<file path="src/rtl/wdt_pkg.sv">
// Package: shared types and register layout of the two-phase watchdog.
// Assumes byte addressing with 32-bit words; bits 3:2 select the word.
package wdt_pkg;

    localparam int PH_W   = 5;
    localparam int PRE_W  = 2;
    localparam int MODE_W = 2;

    // Word selects (address bits 3:2)
    localparam logic [1:0] SEL_KICK = 2'd0;
    localparam logic [1:0] SEL_STAT = 2'd1;
    localparam logic [1:0] SEL_CTRL = 2'd2;

    // Bit positions
    localparam int B_KICK   = 31;
    localparam int B_FLAG1  = 31;
    localparam int B_FLAG2  = 30;
    localparam int B_EN     = 31;
    localparam int B_PRE_LO = 29;
    localparam int B_P1_LO  = 22;
    localparam int B_P2_LO  = 15;
    localparam int B_MODE_LO = 0;

    typedef enum logic [1:0] {
        ST_PH1  = 2'd0,
        ST_PH2  = 2'd1,
        ST_DONE = 2'd2
    } wdt_state_e;

    typedef enum logic [1:0] {
        MODE_CHIP = 2'd0,
        MODE_CORE = 2'd1,
        MODE_SOFT = 2'd2,
        MODE_ALT  = 2'd3
    } wdt_mode_e;

    typedef struct packed {
        logic              en;
        logic [PRE_W-1:0]  pre;
        logic [PH_W-1:0]   p1;
        logic [PH_W-1:0]   p2;
        logic [MODE_W-1:0] mode;
    } wdt_ctrl_t;

endpackage

</file>
<file path="src/rtl/wdt_tick_gen.sv">
// Tick generator: divides the clock into ticks of BASE_DIV << pre cycles.
// Assumes BASE_DIV >= 2. The count clears while stopped or on restart, so
// the first tick comes a full tick length after counting resumes.
module wdt_tick_gen #(
    parameter int BASE_DIV = 1 << 25,
    parameter int PRE_W    = 2
) (
    input  logic             clk,
    input  logic             rst_n,
    input  logic             run,
    input  logic             restart,
    input  logic [PRE_W-1:0] pre,
    output logic             tick
);
    localparam longint MAX_LEN = longint'(BASE_DIV) << ((1 << PRE_W) - 1);
    localparam int     CW      = $clog2(MAX_LEN + 1);

    logic [CW-1:0] cnt;
    logic [CW-1:0] len;

    // Scaled tick length for the current prescale
    always_comb len = CW'(BASE_DIV) << pre;

    // Tick when the count reaches the end (>= guards against a shrinking prescale)
    always_comb tick = run && !restart && (cnt >= len - CW'(1));

    // Cycle counter within one tick
    always_ff @(posedge clk) begin
        if (!rst_n)                 cnt <= '0;
        else if (restart || !run)   cnt <= '0;
        else if (tick)              cnt <= '0;
        else                        cnt <= cnt + CW'(1);
    end

    // ticks are at least two cycles apart
    a_r2_tick_gap: assert property (@(posedge clk) disable iff (!rst_n)
        tick |=> !tick);

endmodule

</file>
<file path="src/rtl/wdt_phase_fsm.sv">
// Phase sequencer: counts ticks through phase 1 and phase 2, then latches
// the reset request for the selected mode. Assumes tick is a one-cycle
// pulse. A ping restarts phase 1 unless the reset has already fired.
module wdt_phase_fsm
    import wdt_pkg::*;
(
    input  logic              clk,
    input  logic              rst_n,
    input  logic              tick,
    input  logic              ping,
    input  logic              enable,
    input  logic [PH_W-1:0]   p1,
    input  logic [PH_W-1:0]   p2,
    input  logic [MODE_W-1:0] mode,
    output logic              run,
    output logic              restart,
    output logic              ph1_end,
    output logic              ph2_end,
    output logic [2:0]        rst_req   // {soc, cpu, sw}
);
    wdt_state_e      state;
    logic [PH_W-1:0] cnt;

    // Timer advances while enabled in phase 1, or unconditionally in phase 2
    always_comb run = ((state == ST_PH1) && enable) || (state == ST_PH2);

    // Ping is honoured in either phase but not after the reset has fired
    always_comb restart = ping && (state != ST_DONE);

    // Phase boundaries, detected on the last tick of each phase
    always_comb begin
        ph1_end = tick && (state == ST_PH1) && (cnt >= p1);
        ph2_end = tick && (state == ST_PH2) && (cnt >= p2);
    end

    // Phase state and tick count
    always_ff @(posedge clk) begin
        if (!rst_n) begin
            state <= ST_PH1;
            cnt   <= '0;
        end else if (restart) begin
            state <= ST_PH1;
            cnt   <= '0;
        end else if (ph1_end) begin
            state <= ST_PH2;
            cnt   <= '0;
        end else if (ph2_end) begin
            state <= ST_DONE;
            cnt   <= '0;
        end else if (!run) begin
            cnt   <= '0;
        end else if (tick) begin
            cnt   <= cnt + PH_W'(1);
        end
    end

    // Sticky reset request; mode 3 falls back to a whole-chip reset
    always_ff @(posedge clk) begin
        if (!rst_n) rst_req <= 3'b000;
        else if (ph2_end) begin
            case (wdt_mode_e'(mode))
                MODE_CORE: rst_req <= 3'b010;
                MODE_SOFT: rst_req <= 3'b001;
                default:   rst_req <= 3'b100;
            endcase
        end
    end

    // at most one request
    a_r5_onehot: assert property (@(posedge clk) disable iff (!rst_n)
        $onehot0(rst_req));
    // request holds until block reset
    a_r5_held: assert property (@(posedge clk) disable iff (!rst_n)
        (rst_req != 3'b000) |=> $stable(rst_req));
    // phase 2 cannot go back to phase 1 without a ping
    a_r8_locked: assert property (@(posedge clk) disable iff (!rst_n)
        (state == ST_PH2 && !ping) |=> (state != ST_PH1));
    // a ping lands in phase 1
    a_r9_ping_restart: assert property (@(posedge clk) disable iff (!rst_n)
        restart |=> (state == ST_PH1));

endmodule

</file>
<file path="src/rtl/wdt_regs.sv">
// Register file: decodes word writes, holds the control word and the
// write-one-to-clear status flags, and drives the combinational read data.
// Assumes single-cycle write strobes. A flag set in the same cycle as a
// clear stays set.
module wdt_regs
    import wdt_pkg::*;
#(
    parameter int ADDR_W = 4
) (
    input  logic              clk,
    input  logic              rst_n,
    input  logic              bus_sel,
    input  logic              bus_we,
    input  logic [ADDR_W-1:0] bus_addr,
    input  logic [31:0]       bus_wdata,
    output logic [31:0]       bus_rdata,
    input  logic              ph1_end,
    input  logic              ph2_end,
    output wdt_ctrl_t         ctrl,
    output logic              ping,
    output logic              flag1,
    output logic              flag2
);
    logic [1:0] word;
    logic       wr;
    logic       wr_ctrl;
    logic       wr_stat;

    // Word decode
    always_comb begin
        word    = bus_addr[3:2];
        wr      = bus_sel && bus_we;
        wr_ctrl = wr && (word == SEL_CTRL);
        wr_stat = wr && (word == SEL_STAT);
        ping    = wr && (word == SEL_KICK) && bus_wdata[B_KICK];
    end

    // Control word; resets to mode 1 with the timer disabled
    always_ff @(posedge clk) begin
        if (!rst_n) begin
            ctrl      <= '0;
            ctrl.mode <= MODE_W'(MODE_CORE);
        end else if (wr_ctrl) begin
            ctrl.en   <= bus_wdata[B_EN];
            ctrl.pre  <= bus_wdata[B_PRE_LO +: PRE_W];
            ctrl.p1   <= bus_wdata[B_P1_LO +: PH_W];
            ctrl.p2   <= bus_wdata[B_P2_LO +: PH_W];
            ctrl.mode <= bus_wdata[B_MODE_LO +: MODE_W];
        end
    end

    // Status flags: set by a phase end, cleared by writing 1
    always_ff @(posedge clk) begin
        if (!rst_n) begin
            flag1 <= 1'b0;
            flag2 <= 1'b0;
        end else begin
            if (ph1_end)                            flag1 <= 1'b1;
            else if (wr_stat && bus_wdata[B_FLAG1]) flag1 <= 1'b0;
            if (ph2_end)                            flag2 <= 1'b1;
            else if (wr_stat && bus_wdata[B_FLAG2]) flag2 <= 1'b0;
        end
    end

    // Read mux; unused bits read 0
    always_comb begin
        bus_rdata = '0;
        case (word)
            SEL_STAT: begin
                bus_rdata[B_FLAG1] = flag1;
                bus_rdata[B_FLAG2] = flag2;
            end
            SEL_CTRL: begin
                bus_rdata[B_EN]                 = ctrl.en;
                bus_rdata[B_PRE_LO +: PRE_W]    = ctrl.pre;
                bus_rdata[B_P1_LO +: PH_W]      = ctrl.p1;
                bus_rdata[B_P2_LO +: PH_W]      = ctrl.p2;
                bus_rdata[B_MODE_LO +: MODE_W]  = ctrl.mode;
            end
            default: bus_rdata = '0;
        endcase
    end

    // a write of 1 clears the flag when no new phase end arrives
    a_r6_w1c: assert property (@(posedge clk) disable iff (!rst_n)
        (wr_stat && bus_wdata[B_FLAG1] && !ph1_end) |=> !flag1);
    // phase-1 flag only rises on a phase-1 end
    a_r3_flag1_src: assert property (@(posedge clk) disable iff (!rst_n)
        !ph1_end |=> !$rose(flag1));

endmodule

</file>
<file path="src/rtl/wdt_two_phase.sv">
// Top: two-phase watchdog. Joins the register file, the tick generator and
// the phase sequencer. Assumes BASE_DIV >= 2 and a synchronous bus with
// combinational read data.
module wdt_two_phase
    import wdt_pkg::*;
#(
    parameter int BASE_DIV = 1 << 25,
    parameter int ADDR_W   = 4
) (
    input  logic              clk,
    input  logic              rst_n,
    input  logic              bus_sel,
    input  logic              bus_we,
    input  logic [ADDR_W-1:0] bus_addr,
    input  logic [31:0]       bus_wdata,
    output logic [31:0]       bus_rdata,
    output logic              irq,
    output logic              rst_req_soc,
    output logic              rst_req_cpu,
    output logic              rst_req_sw
);
    wdt_ctrl_t  ctrl;
    logic       ping, flag1, flag2;
    logic       run, restart, tick, ph1_end, ph2_end;
    logic [2:0] rst_req;

    wdt_regs #(.ADDR_W(ADDR_W)) u_regs (
        .clk(clk), .rst_n(rst_n),
        .bus_sel(bus_sel), .bus_we(bus_we), .bus_addr(bus_addr),
        .bus_wdata(bus_wdata), .bus_rdata(bus_rdata),
        .ph1_end(ph1_end), .ph2_end(ph2_end),
        .ctrl(ctrl), .ping(ping), .flag1(flag1), .flag2(flag2)
    );

    wdt_tick_gen #(.BASE_DIV(BASE_DIV), .PRE_W(PRE_W)) u_tick (
        .clk(clk), .rst_n(rst_n), .run(run), .restart(restart),
        .pre(ctrl.pre), .tick(tick)
    );

    wdt_phase_fsm u_fsm (
        .clk(clk), .rst_n(rst_n), .tick(tick), .ping(ping),
        .enable(ctrl.en), .p1(ctrl.p1), .p2(ctrl.p2), .mode(ctrl.mode),
        .run(run), .restart(restart), .ph1_end(ph1_end), .ph2_end(ph2_end),
        .rst_req(rst_req)
    );

    // Output drive
    always_comb begin
        irq         = flag1 | flag2;
        rst_req_soc = rst_req[2];
        rst_req_cpu = rst_req[1];
        rst_req_sw  = rst_req[0];
    end

    // the phase-2 flag and the reset request appear together
    a_r4_flag_with_reset: assert property (@(posedge clk) disable iff (!rst_n)
        $rose(flag2) |-> (rst_req != 3'b000));
    // interrupt follows the status flags
    a_r6_irq_follow: assert property (@(posedge clk) disable iff (!rst_n)
        (!flag1 && !flag2) |-> !irq);

endmodule

</file>
<file path="config.mk">
export PLATFORM = sky130hd
export DESIGN_NAME = wdt_two_phase
export DESIGN_NICKNAME = d
export VERILOG_FILES = /design/src/rtl/wdt_pkg.sv /design/src/rtl/wdt_tick_gen.sv /design/src/rtl/wdt_phase_fsm.sv /design/src/rtl/wdt_regs.sv /design/src/rtl/wdt_two_phase.sv
export SDC_FILE = /design/constraint.sdc
export NUM_CORES = 1
export LEC_CHECK = 0
export ABC_CLOCK_PERIOD_IN_PS = 4650
export BUFFER_PORTS_ARGS = -buffer_cell sky130_fd_sc_hd__clkbuf_2
export CAP_MARGIN = 20
export CORE_UTILIZATION = 58
export DETAILED_ROUTE_END_ITERATION = 8
export PLACE_DENSITY = 0.82
export SETUP_SLACK_MARGIN = 0.05
export SYNTH_ARGS = -nofsm -noshare
export SYNTH_HDL_FRONTEND = slang
export SYNTH_SLANG_ARGS = --single-unit
</file>
<file path="constraint.sdc">
create_clock -name clk -period 4.65 [get_ports clk]
set_input_delay 0.2325 -clock clk [delete_from_list [all_inputs] [get_ports clk]]
set_output_delay 0.2325 -clock clk [all_outputs]
set_load 0.02 [all_outputs]
</file>
; ---- After elaboration in Yosys (flattened, before gate mapping)
; Cells that the tools add are included.
; W data, S select, Z words.
[totals]
word_cells = 68
out_inout_bits = 36
inputBits = 40
ff_bits = 56
[classes]
eq_ne = 6
n_addsub = 3
n_mux = 12
bitwise = 3
n_lt_le_gt_ge = 3
shifts = 1
n_reduce_logical = 28
[op_table]
columns = op, count
row1 = $add A29 B1 Y29 const B, 1
row2 = $ge A29 B29 Y1, 1
row3 = $shl A26 B2 Y29 const A, 1
row4 = $sub A29 B1 Y29 const B, 1
row5 = $logic_and A1 B1 Y1, 15
row6 = $ge A5 B5 Y1, 2
row7 = $mux W5, 2
row8 = $mux W1, 7
row9 = $eq A2 B1 Y1 const B, 3
row10 = $pmux W3 S2, 1
row11 = $reduce_bool A2 Y1, 3
row12 = $reduce_or A3 Y1, 2
row13 = $add A5 B1 Y5 const B, 1
row14 = $reduce_or A5 Y1, 1
row15 = $eq A2 B2 Y1 const B, 2
row16 = $logic_not A2 Y1, 2
row17 = $pmux W2 S2, 1
row18 = $logic_not A1 Y1, 2
row19 = $logic_or A1 B1 Y1, 2
row20 = $mux W2, 1
row21 = $ne A2 B2 Y1 const B, 1
row22 = $not A1 Y1, 2
row23 = $reduce_or A2 Y1, 1
row24 = $or A1 B1 Y1, 1

; ---- Logic depth before layout (Yosys ltp)
[logic_depth]
word_depth = 11
ltp_mapped = 9
ltp_nobuf = 8

; ---- Hierarchy
; Synthesis repeated with hierarchy kept, for this count alone.
[hier_totals]
cells_unflattened = 360
hier_area_um2 = 3156.8
[by_module_without_submodules]
columns = module, seq_area_each_um2, cells_per_inst, instances, area_per_inst_um2
row1 = wdt_tick_gen, 580.6, 156, 1, 1420.1
row2 = wdt_regs, 340.3, 118, 1, 1002.2
row3 = wdt_phase_fsm, 200.2, 85, 1, 728.2
row4 = wdt_two_phase, 0.0, 1, 1, 6.3

; ---- Worst setup path after synthesis
; OpenSTA, ideal clock, no wires.
[synth_path]
path_kind = register to register
startpoint = register u_fsm.cnt[0]
endpoint = register u_fsm.cnt[3]
setup_time_ns = 0.087
stages_incl_launch_ff = 9
arrival_ns = 1.795
t_required_ns = 4.563
path_buffers = 0
path_slack_ns = 2.768
synth_period_minus_slack_ns = 1.882
cell_sequence = dfxtp_1 > inv_1 > ha_1 > nor2b_1 > o21ai_0 > a2111oi_0 > a211o_1 > nand3_1 > o31ai_1
[synth_between]
elab_chain_len = 3
elab_cells_between_ends = 6
cone_classes = add/sub (1) / order compare (2) / reduce/logical (3)
[synth_lines]
columns = element, line_no
row1 = start: declaration, wdt_phase_fsm.sv:22  ; logic [PH_W-1:0] cnt;
row2 = start signal: assignment, wdt_phase_fsm.sv:53  ; cnt <= cnt + PH_W'(1);
row3 = $ge A5 B5 Y1 (on tied branches), "wdt_phase_fsm.sv:32, wdt_phase_fsm.sv:33"
row4 = $logic_and A1 B1 Y1 (on tied branches), "wdt_phase_fsm.sv:32, wdt_phase_fsm.sv:33"
row5 = $reduce_or A5 Y1 (no line), --
; Parallel ways exist; a longest one is shown, timed or not.
; A chain may end at the register's enable or synchronous reset.

; ---- Worst setup path after layout
[layout_path]
startpoint = register u_regs.ctrl[13] (netlist name)
endpoint = register u_tick.cnt[10]
[layout_between]
elab_chain_len = 5
[layout_lines]
columns = element, line_no
row1 = $shl A26 B2 Y29, wdt_tick_gen.sv:22  ; always_comb len = CW'(BASE_DIV) << pre;
row2 = $sub A29 B1 Y29, wdt_tick_gen.sv:25  ; always_comb tick = run && !restart && (cnt >= len - CW'(1));
row3 = $ge A29 B29 Y1, wdt_tick_gen.sv:25
row4 = $logic_and A1 B1 Y1, wdt_tick_gen.sv:25
row5 = $reduce_or A3 Y1 (no line), --
row6 = end signal: assignment, wdt_tick_gen.sv:32  ; else cnt <= cnt + CW'(1);
row7 = end: declaration, wdt_tick_gen.sv:18  ; logic [CW-1:0] cnt;
; Every way passes these cells.

==> flow_summary.toml <==
[sta]
finalHoldViolCount = 0
slew_headroom_pct = 34.8
finClkSkew_ns = 0.00503
maxSlewViolCount = 0
tns_ns = 0
fin_crit_ns = 2.51
fin_crit_sh_pct = 53.9
rsz0062_at_grt = "false"
worst_pin_slew_ns = 0.978
setup_viol = 0
fmax_mhz = 399

[global_route]
grt_max_degree = 29
antenna_found_initial = 0
grt_pass1_wl_um = 9290
gr-total-overflow = 0
gr-usage-all-layers_pct = 21.3
grt_pass1_vias = 2206

[layout]
n_antenna_cell = 0
n_fill_cell = 459
fin_nets = 458
multi_input_area_um2 = 1790
final_cell_area_um2 = 3340
seq_area_um2 = 1120
stdcell_count = 467
area_delta_synth_final_pct = 7.98
final_layout_size_suffix_gt1_share_pct = 14.4

[floorplanning]
die_height_um = 75.0
dieWidth_um = 75.0
initial_core_util_pct = 60.5
core_um2 = 5110
ios = 76
die-area_um2 = 5620
floorplan.rows = 26

[logic_synthesis]
ys_ff_latch = 56
avgSynthCellArea_um2 = 8.53
synth-edff-count = 0
synthCells = 362
async_flop_share_pct = 0
ys_warn_count = 0
synth_cell_type_count = 47
seq_area_frac_synth_pct = 36.3
synth.cell_area_um2 = 3090
synthFlopType = "dfxtp_1"

[setup_path]
path_cells = "nand2_1 > ha_1 > nand4_1 > nor4b_2 > a21o_4 > nand2b_1 > nor2_1"
crit_start = "u_regs.ctrl[13]"
cp-start-kind = "flip-flop"
critPathArrivalTime_ns = 2.67
critPathSlowestCell = "nand2b_1"
worstPathRequired_ns = 4.81
r2r_start = "u_regs.ctrl[13]"
end_kind = "flip-flop"
path_class = "reg2reg"
critPathTopFamily = "simple AND/OR/NAND/NOR gates"
reg2reg_setup_slack_ns = 2.14
crit_buf_inv = 0
cp_max_fo = 28
cp_slowest_stage_delay_ns = 0.76

[clock_network]
post_cts_buffers = 0
cts_buffer_depth = 2
tritoncts = "done"
clock_sinks = 56
post_cts_resized = 0
clk_latency_ns = 0.31
cts_buffers = 5
htree_levels = 2
hold_buffers = 0
cts-root-buf = "clkbuf_8"
cts.clk_slew.worst_paths_ns = 0.10

[detailed_routing]
first_iter_violations = 111
viasPerCell = 5.24
wirelength_um = 5540
vias = 2449
wl_per_cell_um = 11.9
ant_nets = 0
drtPass1Iterations = 4
route.detailed.drc = 0

[worst_hold_path]
hp-start = "bus_wdata[24]"
hold_path.class = "in2reg"

[placement]
gp_congestion = 0.748
place_hpwl_um = 4100
dp.cells = 460
io_buffer_count = 39
post_dp_cell_area_um2 = 3260

[flow_run]
cap_violations = 0

[power_and_ir_drop]
peakVddDrop_mv = 0.191
leakage_uw = 0.00133
p_per_area_nw_per_um2 = 238

[status]
run_status = "complete, no violations"
[worst register-to-register path: stages (launching register included)]
cell      delay (ns)
dfxtp_1         0.42
nand2_1         0.08
ha_1            0.30
nand4_1         0.14
nor4b_2         0.34
a21o_4          0.20
nand2b_1        0.76
nor2_1          0.14
[state kept, by name, indices dropped and copies added, names as in the netlist]
| name | cells |
|---|---|
| u_tick.cnt | 29 |
| u_regs.ctrl | 15 |
| u_fsm.cnt | 5 |
| u_fsm.rst_req | 3 |
| u_fsm.state | 2 |
| u_regs.flag1 | 1 |
| u_regs.flag2 | 1 |
[area by class of cell]
cell class	instances	area share, %
Clock buffer	6	2.18
Clock inverter	1	0.150
Inverter	17	1.91
Multi-Input combinational cell	278	53.7
Sequential cell	56	33.6
Tap cell	70	2.63
Timing Repair Buffer	39	5.85
[layer usage]
layer	share of wire [%]	global-route usage (%)
met4	1.6	8.18
met5	0	0
met3	3.6	5.35
met2	50	37.8
met1	45	24.7
[cells in the mapped netlist, types with 2 or more instances]
library cell | n | area share, %
dfxtp_1 | 56 | 36
clkbuf_1 | 7 | 0.85
nand4_1 | 9 | 1.8
conb_1 | 2 | 0.24
nand2_1 | 51 | 6.2
a211o_1 | 2 | 0.57
xnor2_1 | 11 | 3.1
nor2_1 | 34 | 4.1
a21boi_1 | 2 | 0.49
xor2_1 | 15 | 4.3
buf_4 | 19 | 4.6
nand4_2 | 2 | 0.81
inv_1 | 17 | 2.1
o21a_1 | 2 | 0.49
nor3_1 | 2 | 0.32
a22oi_1 | 4 | 0.97
o21ai_0 | 7 | 1.1
nor2b_1 | 6 | 1.2
a31oi_1 | 2 | 0.40
a21oi_1 | 7 | 1.1
a21boi_0 | 15 | 3.6
nand3_1 | 16 | 2.6
mux2i_1 | 4 | 1.3
ha_1 | 21 | 8.5
o31ai_1 | 2 | 0.49
and3_1 | 8 | 1.6
and2_1 | 15 | 3.0
and4_1 | 5 | 1.4
[final timing paths]
path | endpoint | cells past startpoint
setup / recovery | u_tick.cnt[10] | 7
hold / removal | u_regs.ctrl[9] | 3
setup reg to reg | u_tick.cnt[10] | 7
hold reg to reg | u_fsm.rst_req[2] | 2
[cell families (layout without fill, tap and decap cells)]
group	Yosys count	in the layout	share of synthesized area, %
fa+ha+maj	21	21	8.51
compound gates	48	48	10.9
mux	4	4	1.30
xor+xnor	26	26	7.37
flops	56	56	36.3
simple gates	161	161	27.7
other cells	2	18	0.243
buf+inv	44	63	7.70
[where the power goes]
group	switching (µW)	internal, µW
Sequential	2.31	482
Combinational	35.1	16.8
Clock	153	103
Total	191	602
[through the flow]
stage	setup WS [ns]	hold WS, ns	power, µW	utilization, %
6_report	2.14	0.138	793	65.3
5_1_grt	1.94	0.144	822	65.3
4_1_cts	2.06	0.134	801	65.3
3_5_place_dp	2.08	0.454	547	63.8
3_3_place_gp	2.20	0.445	546	63.8
2_1_floorplan	2.77	0.371	542	-
[placed cells by master, fill, tap and decap left out, types with 2 or more instances in the layout]
| cell | count |
|---|---|
| dfxtp_1 | 56 |
| nand2_1 | 51 |
| clkbuf_2 | 39 |
| nor2_1 | 34 |
| ha_1 | 21 |
| conb_1 | 18 |
| inv_1 | 17 |
| nand3_1 | 16 |
| and2_1 | 15 |
| a21boi_0 | 15 |
| xor2_1 | 15 |
| xnor2_1 | 11 |
| nand4_1 | 9 |
| and3_1 | 8 |
| a21oi_1 | 7 |
| o21ai_0 | 7 |
| nor2b_1 | 6 |
| and4_1 | 5 |
| clkbuf_8 | 5 |
| a22oi_1 | 4 |
| mux2i_1 | 4 |
| nand4_2 | 2 |
| a31oi_1 | 2 |
| nor3_1 | 2 |
| a211o_1 | 2 |
| o31ai_1 | 2 |
| a21boi_1 | 2 |
| o21a_1 | 2 |
No activity file was read; power rests on OpenSTA's default activity.
